`config.mk`:
```
export PLATFORM = sky130hd
export DESIGN_NAME = triwire_nib_master
export DESIGN_NICKNAME = d
export VERILOG_FILES = /design/src/rtl/triwire_pkg.sv /design/src/rtl/triwire_phase_timer.sv /design/src/rtl/triwire_frame_engine.sv /design/src/rtl/triwire_sequencer.sv /design/src/rtl/triwire_nib_master.sv
export SDC_FILE = /design/constraint.sdc
export NUM_CORES = 1
export LEC_CHECK = 0
export ABC_AREA = 1
export BUFFER_PORTS_ARGS = -buffer_cell sky130_fd_sc_hd__buf_2
export CORE_UTILIZATION = 45
export CTS_CLUSTER_SIZE = 30
export DETAILED_ROUTE_END_ITERATION = 16
export PLACE_DENSITY = 0.78
export SLEW_MARGIN = 20
export SYNTH_ARGS = -nofsm -noshare
export SYNTH_HDL_FRONTEND = slang
export SYNTH_HIERARCHICAL = 1
export SYNTH_SLANG_ARGS = --single-unit
```
`constraint.sdc`:
```
create_clock -name clk -period 1.85 [get_ports clk]
set_clock_uncertainty 0.15 [all_clocks]
set_input_delay 0.185 -clock clk [delete_from_list [all_inputs] [get_ports clk]]
set_output_delay 0.185 -clock clk [all_outputs]
set_load 0.05 [all_outputs]
```
`src/rtl/triwire_pkg.sv`:
```
package triwire_pkg;

  localparam int FRAME_W   = 8;
  localparam int NIB_W     = 4;
  localparam int BIT_IDX_W = $clog2(FRAME_W);
  localparam int PAD_W     = FRAME_W - NIB_W;

  // flag bits decoded by the device inside every frame
  localparam logic [FRAME_W-1:0] FLG_READ = 8'h40;
  localparam logic [FRAME_W-1:0] FLG_ADDR = 8'h20;
  localparam logic [FRAME_W-1:0] FLG_DATA = 8'h10;

  typedef enum logic [1:0] {
    ENG_IDLE,
    ENG_HIGH,
    ENG_LOW
  } eng_state_t;

  typedef enum logic [2:0] {
    SEQ_IDLE,
    SEQ_CMD_GO,
    SEQ_CMD_WAIT,
    SEQ_TAIL_GO,
    SEQ_TAIL_WAIT,
    SEQ_RESP
  } seq_state_t;

  function automatic int ceil_div(input int num, input int den);
    return (num + den - 1) / den;
  endfunction

endpackage

```
`src/rtl/triwire_phase_timer.sv`:
```
module triwire_phase_timer #(
  parameter int PHASE_CYC = 24
) (
  input  logic clk,
  input  logic rst,
  input  logic run,
  output logic tick
);

  generate
    if (PHASE_CYC <= 1) begin : g_single
      assign tick = run;
    end else begin : g_count
      localparam int CNT_W = $clog2(PHASE_CYC);
      logic [CNT_W-1:0] cnt;

      assign tick = run && (cnt == CNT_W'(PHASE_CYC - 1));

      always_ff @(posedge clk) begin
        if (rst || !run || tick) cnt <= '0;
        else                     cnt <= cnt + 1'b1;
      end
    end
  endgenerate

endmodule

```
`src/rtl/triwire_frame_engine.sv`:
```
module triwire_frame_engine
  import triwire_pkg::*;
#(
  parameter int PHASE_CYC = 24
) (
  input  logic               clk,
  input  logic               rst,
  input  logic               start,
  input  logic               tx_mode,
  input  logic [FRAME_W-1:0] tx_byte,
  input  logic               sdi,
  output logic               done,
  output logic [NIB_W-1:0]   rx_nib,
  output logic               sclk,
  output logic               sdo,
  output logic               sdo_oe
);

  eng_state_t           st;
  logic [FRAME_W-1:0]   sh;
  logic [BIT_IDX_W-1:0] left;
  logic                 tx_q;
  logic                 first;
  logic                 tick;
  logic                 sclk_q, sdo_q, oe_q, done_q;
  logic [NIB_W-1:0]     rx_q;

  triwire_phase_timer #(.PHASE_CYC(PHASE_CYC)) u_timer (
    .clk  (clk),
    .rst  (rst),
    .run  (st != ENG_IDLE),
    .tick (tick)
  );

  always_ff @(posedge clk) begin
    if (rst) begin
      st     <= ENG_IDLE;
      sh     <= '0;
      left   <= '0;
      tx_q   <= 1'b0;
      first  <= 1'b0;
      sclk_q <= 1'b1;
      sdo_q  <= 1'b0;
      oe_q   <= 1'b0;
      done_q <= 1'b0;
      rx_q   <= '0;
    end else begin
      done_q <= 1'b0;
      case (st)
        ENG_IDLE: begin
          if (start) begin
            st    <= ENG_HIGH;
            tx_q  <= tx_mode;
            sh    <= tx_byte;
            left  <= BIT_IDX_W'(FRAME_W - 1);
            first <= 1'b1;
            sdo_q <= tx_mode ? tx_byte[FRAME_W-1] : 1'b0;
          end
        end
        ENG_HIGH: begin
          // drive enable follows the first presented bit by one cycle
          if (first && tx_q) oe_q <= 1'b1;
          first <= 1'b0;
          if (tick) begin
            sclk_q <= 1'b0;
            st     <= ENG_LOW;
            if (!tx_q) rx_q <= {rx_q[NIB_W-2:0], sdi};
          end
        end
        ENG_LOW: begin
          if (tick) begin
            sclk_q <= 1'b1;
            if (left == '0) begin
              st     <= ENG_IDLE;
              oe_q   <= 1'b0;
              done_q <= 1'b1;
            end else begin
              left  <= left - 1'b1;
              sh    <= {sh[FRAME_W-2:0], 1'b0};
              sdo_q <= tx_q ? sh[FRAME_W-2] : 1'b0;
              st    <= ENG_HIGH;
            end
          end
        end
        default: st <= ENG_IDLE;
      endcase
    end
  end

  assign done   = done_q;
  assign rx_nib = rx_q;
  assign sclk   = sclk_q;
  assign sdo    = sdo_q;
  assign sdo_oe = oe_q;

endmodule

```
`src/rtl/triwire_sequencer.sv`:
```
module triwire_sequencer
  import triwire_pkg::*;
(
  input  logic               clk,
  input  logic               rst,
  input  logic               req_valid,
  input  logic               req_is_read,
  input  logic [NIB_W-1:0]   req_addr,
  input  logic [NIB_W-1:0]   req_wdata,
  output logic               req_ready,
  output logic               rsp_valid,
  output logic [NIB_W-1:0]   rsp_rdata,
  input  logic               eng_done,
  input  logic [NIB_W-1:0]   eng_rx_nib,
  output logic               eng_start,
  output logic               eng_tx_mode,
  output logic [FRAME_W-1:0] eng_tx_byte
);

  seq_state_t       st;
  logic             rd_q;
  logic [NIB_W-1:0] addr_q, wdata_q, rdata_q;

  assign req_ready   = (st == SEQ_IDLE);
  assign rsp_valid   = (st == SEQ_RESP);
  assign rsp_rdata   = rdata_q;
  assign eng_start   = (st == SEQ_CMD_GO) || (st == SEQ_TAIL_GO);
  assign eng_tx_mode = (st == SEQ_CMD_GO) || !rd_q;

  always_comb begin
    if (st == SEQ_CMD_GO) begin
      eng_tx_byte = {{PAD_W{1'b0}}, addr_q} | FLG_ADDR;
      if (rd_q) eng_tx_byte = eng_tx_byte | FLG_READ;
    end else begin
      eng_tx_byte = {{PAD_W{1'b0}}, wdata_q} | FLG_DATA;
    end
  end

  always_ff @(posedge clk) begin
    if (rst) begin
      st      <= SEQ_IDLE;
      rd_q    <= 1'b0;
      addr_q  <= '0;
      wdata_q <= '0;
      rdata_q <= '0;
    end else begin
      case (st)
        SEQ_IDLE: begin
          if (req_valid) begin
            rd_q    <= req_is_read;
            addr_q  <= req_addr;
            wdata_q <= req_wdata;
            rdata_q <= '0;
            st      <= SEQ_CMD_GO;
          end
        end
        SEQ_CMD_GO:   st <= SEQ_CMD_WAIT;
        SEQ_CMD_WAIT: if (eng_done) st <= SEQ_TAIL_GO;
        SEQ_TAIL_GO:  st <= SEQ_TAIL_WAIT;
        SEQ_TAIL_WAIT: begin
          if (eng_done) begin
            if (rd_q) rdata_q <= eng_rx_nib;
            st <= SEQ_RESP;
          end
        end
        SEQ_RESP: st <= SEQ_IDLE;
        default:  st <= SEQ_IDLE;
      endcase
    end
  end

endmodule

```
`src/rtl/triwire_nib_master.sv`:
```
module triwire_nib_master
  import triwire_pkg::*;
#(
  parameter int SYS_CLK_NS   = 30,
  parameter int MIN_PHASE_NS = 700
) (
  input  logic             clk,
  input  logic             rst,
  input  logic             req_valid,
  output logic             req_ready,
  input  logic             req_is_read,
  input  logic [NIB_W-1:0] req_addr,
  input  logic [NIB_W-1:0] req_wdata,
  output logic             rsp_valid,
  output logic [NIB_W-1:0] rsp_rdata,
  input  logic             ce_in,
  output logic             ce_out,
  output logic             sclk,
  output logic             sdo,
  output logic             sdo_oe,
  input  logic             sdi
);

  localparam int PHASE_CYC = ceil_div(MIN_PHASE_NS, SYS_CLK_NS);

  logic               eng_start, eng_tx_mode, eng_done;
  logic [FRAME_W-1:0] eng_tx_byte;
  logic [NIB_W-1:0]   eng_rx_nib;

  assign ce_out = ce_in;

  triwire_sequencer u_seq (
    .clk         (clk),
    .rst         (rst),
    .req_valid   (req_valid),
    .req_is_read (req_is_read),
    .req_addr    (req_addr),
    .req_wdata   (req_wdata),
    .req_ready   (req_ready),
    .rsp_valid   (rsp_valid),
    .rsp_rdata   (rsp_rdata),
    .eng_done    (eng_done),
    .eng_rx_nib  (eng_rx_nib),
    .eng_start   (eng_start),
    .eng_tx_mode (eng_tx_mode),
    .eng_tx_byte (eng_tx_byte)
  );

  triwire_frame_engine #(.PHASE_CYC(PHASE_CYC)) u_eng (
    .clk     (clk),
    .rst     (rst),
    .start   (eng_start),
    .tx_mode (eng_tx_mode),
    .tx_byte (eng_tx_byte),
    .sdi     (sdi),
    .done    (eng_done),
    .rx_nib  (eng_rx_nib),
    .sclk    (sclk),
    .sdo     (sdo),
    .sdo_oe  (sdo_oe)
  );

endmodule

```
==> results of run 1 <==
-- timing repair --
item                       in CTS  in global routing
setup endpoints to repair      12                 13
resized for setup               2                 15
pin swaps                       1                  7
hold buffers                   10                  0
gates cloned                    1                  2
hold endpoints to repair       10                  0
buffers inserted                0                  0
-- worst max-delay path, stage by stage, from the launching register on --
cell     delay, ns
dfxtp_2       0.36
ha_4          0.17
nand3_4       0.09
nor2_4        0.13
inv_2         0.06
a21oi_4       0.30
nand3_2       0.19
nor2_1        0.15
nor2_1        0.06
-- cells by family (layout without fill, tap and decap cells) --
kind of cell               after synthesis  after routing  share of synthesized area (%)
and+or+nand+nor                        170            173                           36.5
buffers and inverters                   50             87                           10.9
DFF                                     43             43                           41.2
AOI/OAI and AO/OA                       31             31                           8.51
adders and majority gates                3              3                           1.80
xor gates and xnor gates                 2              2                          0.839
other                                    1              1                          0.180
-- flip-flops by register name (all words and copies together) (netlist names), 2 cells and up --
register and cells:
u_eng/left 3, u_eng/rx_nib 4, u_eng/sh 7, u_eng/st 2
u_eng/u_timer/g_count.cnt 5, u_seq/addr_q 4, u_seq/rsp_rdata 4, u_seq/st 3
u_seq/wdata_q 4
-- Yosys cell counts, drive strengths merged, types with 3 or more instances --
master	instances
ha	3
buf	8
dfxtp	43
inv	40
nand2	82
nor2	58
o21ai	13
nand4	4
nor3	4
nand3	20
a21oi	15
-- power by group through the flow --
stage          logic [mW]  registers [mW]  clock network [mW]
2_1_floorplan       0.782            1.32                   0
3_3_place_gp         1.03            1.20                   0
3_5_place_dp         1.05            1.21                   0
4_1_cts              1.12            1.19               0.693
5_1_grt              1.33            1.21               0.720
6_report             1.18            1.19               0.661
-- layer usage --
metal / up-vias / routed length, um / track usage (%)
li1: 1010 / - / -
met1: 852 / 2060 / 23.8
met2: 35 / 1900 / 31.0
met3: 7 / 180 / 5.05
met4: 0 / 77 / 7.33
met5: - / 0 / 0
-- metrics by stage --
step | worst slack [ns] | instance area [um2]
3_3_place_gp | -0.0610 | 2240
5_1_grt | -0.0221 | 2540
2_1_floorplan | 0.0109 | 2090
3_5_place_dp | -0.118 | 2240
6_report | 0.0732 | 2540
4_1_cts | 0.00542 | 2470
-- path summary, 6_finish.rpt --
| kind | from | end |
|---|---|---|
| setup / recovery | u_eng/u_timer/g_count.cnt[0] | u_eng/sdo |
| hold / removal | req_valid | u_seq/addr_q[3] |
| setup reg to reg | u_eng/u_timer/g_count.cnt[0] | u_eng/sdo |
| hold reg to reg | u_eng/sclk | u_eng/sclk |
-- cell usage in the layout (no fill, tap or decap), types with 2 or more instances in the layout --
cell type and instances:
nor3_1 2, clkbuf_8 7, ha_1 2, nor2_4 2, nor2_1 48, nand3_1 15
nand4_1 4, dfxtp_1 37, nand3_2 4, nand2_2 4, inv_1 32, buf_2 21
o21ai_0 13, a21oi_1 14, nor2_2 8, dlygate4sd3_1 10, nand3_4 4, nand2_1 77
dfxtp_2 6, inv_2 8, buf_4 7
-- area by class of cell --
class	instances	share of cell area (%)
clock inverter	1	0.296
multi-input combinational	210	42.8
timing repair buffer	38	10.2
clock buffer	7	3.80
inverter	41	6.12
sequential	43	34.2
tap	52	2.57
==> results.json, run 1 <==
{
  "antenna_found_initial": 0,
  "wl_per_cell_um": 10.8,
  "status": "finished, final reports clean",
  "synth_cell_type_count": 32,
  "sequentialPowerShare_pct": 39.3,
  "path_clk_slew_ns": 0.08,
  "clkSinkCount": 43,
  "power.switching_mw": 1.19,
  "die_w_um": 70.1,
  "min_path_type": "in2reg",
  "grt_max_degree": 20,
  "n_antenna_cell": 0,
  "power_mw": 3.03,
  "synth_edf_count": 0,
  "wl_um": 4220,
  "cts_tree": "done",
  "endpoint_kind": "flip-flop",
  "swShare_pct": 39.4,
  "dieArea_um2": 4910,
  "worstSetupStartpointType": "flip-flop",
  "ys_warn_count": 6,
  "grt_usage_pct": 19.0,
  "cts_root_buf": "clkbuf_8",
  "core_area_um2": 4410,
  "min_path_cells": 3,
  "max-vdd-ir-drop_uv": 646,
  "tightestPinTransition_ns": 0.499,
  "clockBufferDepth": 2,
  "drt_iter0_markers": 153,
  "placed_cells": 371,
  "synth_top_area_share_pct": 41.2,
  "nNetsFinal": 356,
  "internal_power_mw": 1.84,
  "layout.cells.non_filler": 392,
  "synth_area_um2": 2090,
  "worstPathArrival_ns": 1.82,
  "clkPwrFrac_pct": 21.8,
  "die_h_um": 70.1,
  "vias_per_cell": 4.86,
  "area_growth_pct": 21.5,
  "dr.pass1.iters": 4,
  "grt-ovfl-total": 0,
  "ff2ff_path_depth": 8,
  "start_util_pct": 47.3,
  "grt_pass1_vias": 1809,
  "setup.worst_path.class": "reg2reg",
  "netlist_top_cells_area": "dfxtp_1 (41%), nand2_1 (14%), nor2_1 (8.8%), inv_1 (6.1%), nand3_1 (3.8%)",
  "finalCritPeriodShare_pct": 96.0,
  "setup_tns_ns": 0,
  "p_leak_nw": 1.13,
  "hold_violations": 0,
  "fin_crit_ns": 1.78,
  "slew_violations": 0,
  "ant_nets": 0,
  "avgSynthCellArea_um2": 6.96,
  "powerDensity_nw_per_um2": 1190,
  "cts_htree_levels": 2,
  "port-buffer-count": 21,
  "grt_pass1_wl_um": 7500,
  "r2r_slack_ns": 0.07,
  "drv_cap": 0,
  "relSlewSlack_pct": 66.7,
  "yosysSeqAreaShare_pct": 41.2,
  "seq_area_um2": 868,
  "comb_power_share_pct": 38.9,
  "clock.fmax_mhz": 563,
  "holdWs_ns": 0.107,
  "ys_ff_latch": 43,
  "ios": 24,
  "synthCells": 300,
  "synth_nets": 317,
  "fin_util_pct": 57.5,
  "critPathRequiredTime_ns": 1.89,
  "insertion_delay_ns": 0.30,
  "fillCellCount": 402,
  "num_rows": 24,
  "numCtsBuffers": 5,
  "synth_top_area_cell": "dfxtp_1",
  "async_flop_share_pct": 0,
  "setup_viol": 0,
  "ys.flop_type": "dfxtp_1",
  "dpl.hpwl_um": 2750,
  "cp_max_fo": 6,
  "drc_errors": 0,
  "vias": 1904,
  "multi_input_area_um2": 1090,
  "drive_gt1_share_pct": 23.2,
  "place.gp.congestion": 0.784
}
(Power assumes the default switching activity.)
==> run 2: changes to the inputs <==
==> constraint.sdc (replaced) <==
create_clock -name clk -period 1.85 [get_ports clk]
set_clock_uncertainty 0.15 [all_clocks]
set_input_delay 0.185 -clock clk [delete_from_list [all_inputs] [get_ports clk]]
set_output_delay 0.185 -clock clk [all_outputs]
set_load 0.005 [all_outputs]
==> results.json, run 2 (synthesis gave the netlist of run 1 again) <==
{
  "place.gp.congestion": 0.830,
  "drive_gt1_share_pct": 21.0,
  "power.switching_mw": 1.05,
  "reg_top3": "u_eng/sh: 7 flops, u_eng/u_timer/g_count.cnt: 5 flops",
  "core_area_um2": 4410,
  "antenna_found_initial": 0,
  "powerDensity_nw_per_um2": 1180,
  "regMostFlops": "u_eng/sh",
  "setup_viol": 0,
  "rsz0062_at_grt": "false",
  "setup.worst_path.class": "reg2reg",
  "area_growth_pct": 19.9,
  "multi_input_area_um2": 1060,
  "violations": "negative hold slack",
  "numCtsBuffers": 5,
  "drt_iter0_markers": 63,
  "vias_per_cell": 4.74,
  "endpoint_kind": "flip-flop",
  "grt_pass1_wl_um": 7110,
  "p_leak_nw": 1.13,
  "die_w_um": 70.1,
  "critPathRequiredTime_ns": 1.90,
  "slew_violations": 0,
  "dieArea_um2": 4910,
  "cts_tree": "done",
  "insertion_delay_ns": 0.30,
  "grt_usage_pct": 18.0,
  "finalCritPeriodShare_pct": 94.1,
  "layout.cells.non_filler": 390,
  "placed_cells": 371,
  "hold_violations": 1,
  "ios": 24,
  "worstSetupStartpointType": "flip-flop",
  "dpl.hpwl_um": 2740,
  "dr.pass1.iters": 4,
  "worstPathArrival_ns": 1.79,
  "wl_um": 4150,
  "swShare_pct": 35.6,
  "path_clk_slew_ns": 0.08,
  "fin_crit_ns": 1.74,
  "drc_errors": 0,
  "cts_root_buf": "clkbuf_8",
  "fillCellCount": 418,
  "max-vdd-ir-drop_uv": 687,
  "num_rows": 24,
  "internal_power_mw": 1.91,
  "grt-ovfl-total": 0,
  "vias": 1849,
  "largest_register_ffs": 7,
  "clockBufferDepth": 2,
  "cp_max_fo": 6,
  "final_cell_mix": "nand2_1 (77), nor2_1 (48), dfxtp_1 (41)",
  "nNetsFinal": 355,
  "n_antenna_cell": 0,
  "clkPwrFrac_pct": 24.2,
  "sequentialPowerShare_pct": 40.2,
  "clkSinkCount": 43,
  "power_mw": 2.96,
  "layout_commonest_cell": "nand2_1",
  "grt_max_degree": 21,
  "die_h_um": 70.1,
  "status": "finished with violations",
  "wl_per_cell_um": 10.6,
  "drv_cap": 0,
  "port-buffer-count": 21,
  "comb_power_share_pct": 35.7,
  "ant_nets": 0,
  "min_path_type": "in2reg",
  "seq_area_um2": 863,
  "holdWs_ns": -0.000262,
  "clock.fmax_mhz": 575,
  "cts_htree_levels": 2,
  "grt_pass1_vias": 1646,
  "start_util_pct": 47.3
}
-- run 2: cell types whose count changed in the layout (fill, tap and decap cells not counted), moves of 2 or more --
| cell | before | now |
|---|---|---|
| dfxtp_1 | 37 | 41 |
| dfxtp_2 | 6 | 2 |
| clkbuf_8 | 7 | 5 |
| dlygate4sd3_1 | 10 | 8 |
-- run 2: worst paths after layout --
| path | cells after the start | from | endpoint | slack [ns] |
|---|---|---|---|---|
| min reg2reg | 1 | u_eng/u_timer/g_count.cnt[0] | u_eng/u_timer/g_count.cnt[0] | 0.28 |
| max | 9 | u_eng/u_timer/g_count.cnt[0] | u_eng/sdo | 0.11 |
| max reg2reg | 9 | u_eng/u_timer/g_count.cnt[0] | u_eng/sdo | 0.11 |
| min | 3 | req_wdata[2] | u_seq/wdata_q[2] | -0.0003 |
-- run 2: stage by stage --
step           setup TNS [ns]  area, um2  util [%]  hold slack [ns]  setup WS (ns)
6_report                    0       2500      56.7        -0.000262          0.110
5_1_grt                     0       2500      56.7           0.0163        0.00815
4_1_cts                     0       2430      55.0        0.0000958         0.0227
3_5_place_dp           -0.304       2240      50.7            0.220        -0.0751
3_3_place_gp         -0.00614       2240      50.7            0.220       -0.00614
2_1_floorplan               0       2090         -            0.104         0.0109
-- run 2: worst max-delay path, stage by stage (launching register included) --
cell and delay [ns]:
dfxtp_2 0.36, ha_1 0.18, nand3_2 0.10, nor2_2 0.16
inv_2 0.08, a21oi_4 0.16, buf_12 0.14, nand3_2 0.13
nor2_1 0.13, nor2_1 0.05
-- run 2: cell type report --
cell class                 count  share of cell area, %
multi-input combinational    210                   42.3
sequential                    43                   34.5
timing repair buffer          37                   10.3
inverter                      41                   6.20
clock buffer                   6                   2.90
tap                           52                   2.60
clock inverter                 1                   1.20
-- run 2: repair_timing --
item | in CTS | in global routing
pin swaps | 0 | 4
hold endpoints to repair | 8 | 0
gates cloned | 0 | 3
hold buffers | 8 | 0
endpoints found under the setup margin | 12 | 12
resized for setup | 1 | 7
buffers inserted | 0 | 1
-- run 2: metal layers --
metal | vias to the layer above | share of wire [%] | GRT usage [%]
met5 | - | 0 | 0
met4 | 0 | 2.0 | 8.67
met3 | 7 | 3.5 | 3.46
met2 | 35 | 46 | 28.1
met1 | 796 | 48 | 23.9
li1 | 1011 | - | -
-- run 2: power by group through the flow --
stage	registers [mW]	logic (mW)	clock network [mW]
floorplan	1.21	0.746	0
global placement	1.20	0.882	0
detailed placement	1.21	0.900	0
CTS	1.19	0.933	0.735
global route	1.21	1.21	0.758
finish	1.19	1.06	0.715
==> run 3: changes to the inputs <==
--- a/config.mk
+++ b/config.mk
@@ -6,7 +6,7 @@
 export NUM_CORES = 1
 export LEC_CHECK = 0
 export ABC_AREA = 1
-export BUFFER_PORTS_ARGS = -buffer_cell sky130_fd_sc_hd__buf_2
+export BUFFER_PORTS_ARGS = -buffer_cell sky130_fd_sc_hd__buf_4
 export CORE_UTILIZATION = 45
 export CTS_CLUSTER_SIZE = 30
 export DETAILED_ROUTE_END_ITERATION = 16
==> results.json, run 3 (synthesis gave the netlist of run 1 again) <==
{
  "fin_crit_ns": 1.76,
  "min_path_type": "in2reg",
  "drc_errors": 0,
  "slew_violations": 0,
  "drive_gt1_share_pct": 21.0,
  "insertion_delay_ns": 0.29,
  "place.gp.congestion": 0.810,
  "dr.pass1.iters": 4,
  "grt_usage_pct": 17.7,
  "dieArea_um2": 4910,
  "cp_max_fo": 5,
  "max-vdd-ir-drop_uv": 527,
  "holdWs_ns": 0.0209,
  "regMostFlops": "u_eng/sh",
  "critPathRequiredTime_ns": 1.93,
  "area_growth_pct": 17.1,
  "n_antenna_cell": 0,
  "layout_commonest_cell": "nand2_1",
  "wl_um": 4180,
  "cts_htree_levels": 2,
  "hold_violations": 0,
  "vias_per_cell": 4.95,
  "grt_pass1_vias": 1617,
  "nNetsFinal": 347,
  "relSlewSlack_pct": 66.3,
  "worstPathArrival_ns": 1.84,
  "tightestPinTransition_ns": 0.505,
  "status": "finished, final reports clean",
  "die_h_um": 70.1,
  "num_rows": 24,
  "largest_register_ffs": 7,
  "layout.cells.non_filler": 381,
  "powerDensity_nw_per_um2": 1150,
  "start_util_pct": 47.3,
  "finalCritPeriodShare_pct": 95.2,
  "port-buffer-count": 21,
  "setup_viol": 0,
  "setup_tns_ns": 0,
  "cts_tree": "done",
  "clockBufferDepth": 2,
  "grt_use_met1_pct": 24.0,
  "met3_usage_pct": 4.47,
  "drt_iter0_markers": 89,
  "antenna_found_initial": 0,
  "vias": 1885,
  "setup.worst_path.class": "reg2reg",
  "final_cell_mix": "nand2_1 (77), nor2_1 (48), dfxtp_1 (40)",
  "die_w_um": 70.1,
  "grt_pass1_wl_um": 7020,
  "worstSetupStartpointType": "flip-flop",
  "core_area_um2": 4410,
  "ios": 24,
  "busiest_layer": "met2",
  "grt_max_degree": 21,
  "wl_per_cell_um": 11.0,
  "met2_usage_pct": 26.7,
  "ant_nets": 0,
  "grt-ovfl-total": 0,
  "drv_cap": 0,
  "clock.fmax_mhz": 568,
  "p_leak_nw": 1.10,
  "path_clk_slew_ns": 0.07,
  "reg_top3": "u_eng/sh: 7 flops, u_eng/u_timer/g_count.cnt: 5 flops",
  "dpl.hpwl_um": 2730,
  "endpoint_kind": "flip-flop",
  "numCtsBuffers": 5,
  "cts_root_buf": "clkbuf_8",
  "placed_cells": 369,
  "clkSinkCount": 43
}
==> run 3: cell count changes in the layout (fill, tap and decap cells not counted), sizes merged <==
cell	change
bufinv	-1
dlygate4sd3	-7
buf	-1
==> run 3: per-layer routing <==
layer  vias to the layer above  part of all wire (%)
li1                        990                     -
met2                        44                    44
met5                         -                     0
met4                         0                   2.4
met3                        11                   5.2
met1                       840                    48
==> run 3: metrics by stage <==
stage               util, %  total power, mW  setup WS (ns)  area [um2]
floorplan                 -             1.95         0.0109        2090
global placement       51.5             2.10      -0.000989        2270
detailed placement     51.5             2.13        -0.0551        2270
CTS                    53.6             2.69         0.0591        2360
global route           55.4             3.04        -0.0158        2440
finish                 55.4             2.82         0.0880        2440
==> run 3: path summary, 6_finish.rpt <==
kind / start / end / slack, ns / cells after the start
max: u_eng/u_timer/g_count.cnt[0] / u_eng/left[1] / 0.09 / 10
min reg2reg: u_eng/u_timer/g_count.cnt[0] / u_eng/u_timer/g_count.cnt[0] / 0.28 / 1
max reg2reg: u_eng/u_timer/g_count.cnt[0] / u_eng/left[1] / 0.09 / 10
min: req_addr[1] / u_seq/addr_q[1] / 0.02 / 3
==> run 3: cell type report <==
type | instances | area [um2]
fillers | 412 | 1970
repair buffers | 29 | 220
well taps | 52 | 65.1
clock buffers | 6 | 72.6
flip-flops and latches | 43 | 865
multi-input cells | 210 | 1070
inverters | 41 | 155
==> run 3: what timing repair did <==
item / CTS / global route
hold endpoints to repair: 1 / 0
cloned: 0 / 3
gates resized for setup: 1 / 9
hold buffers: 1 / 0
setup buffers: 0 / 2
setup endpoints to repair: 11 / 12
pin swaps: 0 / 4
==> run 3: worst max-delay path, stage by stage, from the launching register on <==
cell	delay (ns)
dfxtp_2	0.35
ha_1	0.16
nand3_1	0.11
nor2_2	0.15
inv_2	0.07
a21oi_4	0.17
buf_4	0.18
nand3_4	0.11
nand2_1	0.09
nand2_1	0.05
nor2_1	0.10
==> run 3: power breakdown <==
| part | switching, mW | leakage (nW) | total [mW] | internal [mW] |
|---|---|---|---|---|
| combinational | 0.657 | 0.707 | 1.07 | 0.418 |
| clock | 0.295 | 0.0371 | 0.547 | 0.252 |
| sequential | 0.0943 | 0.353 | 1.19 | 1.10 |
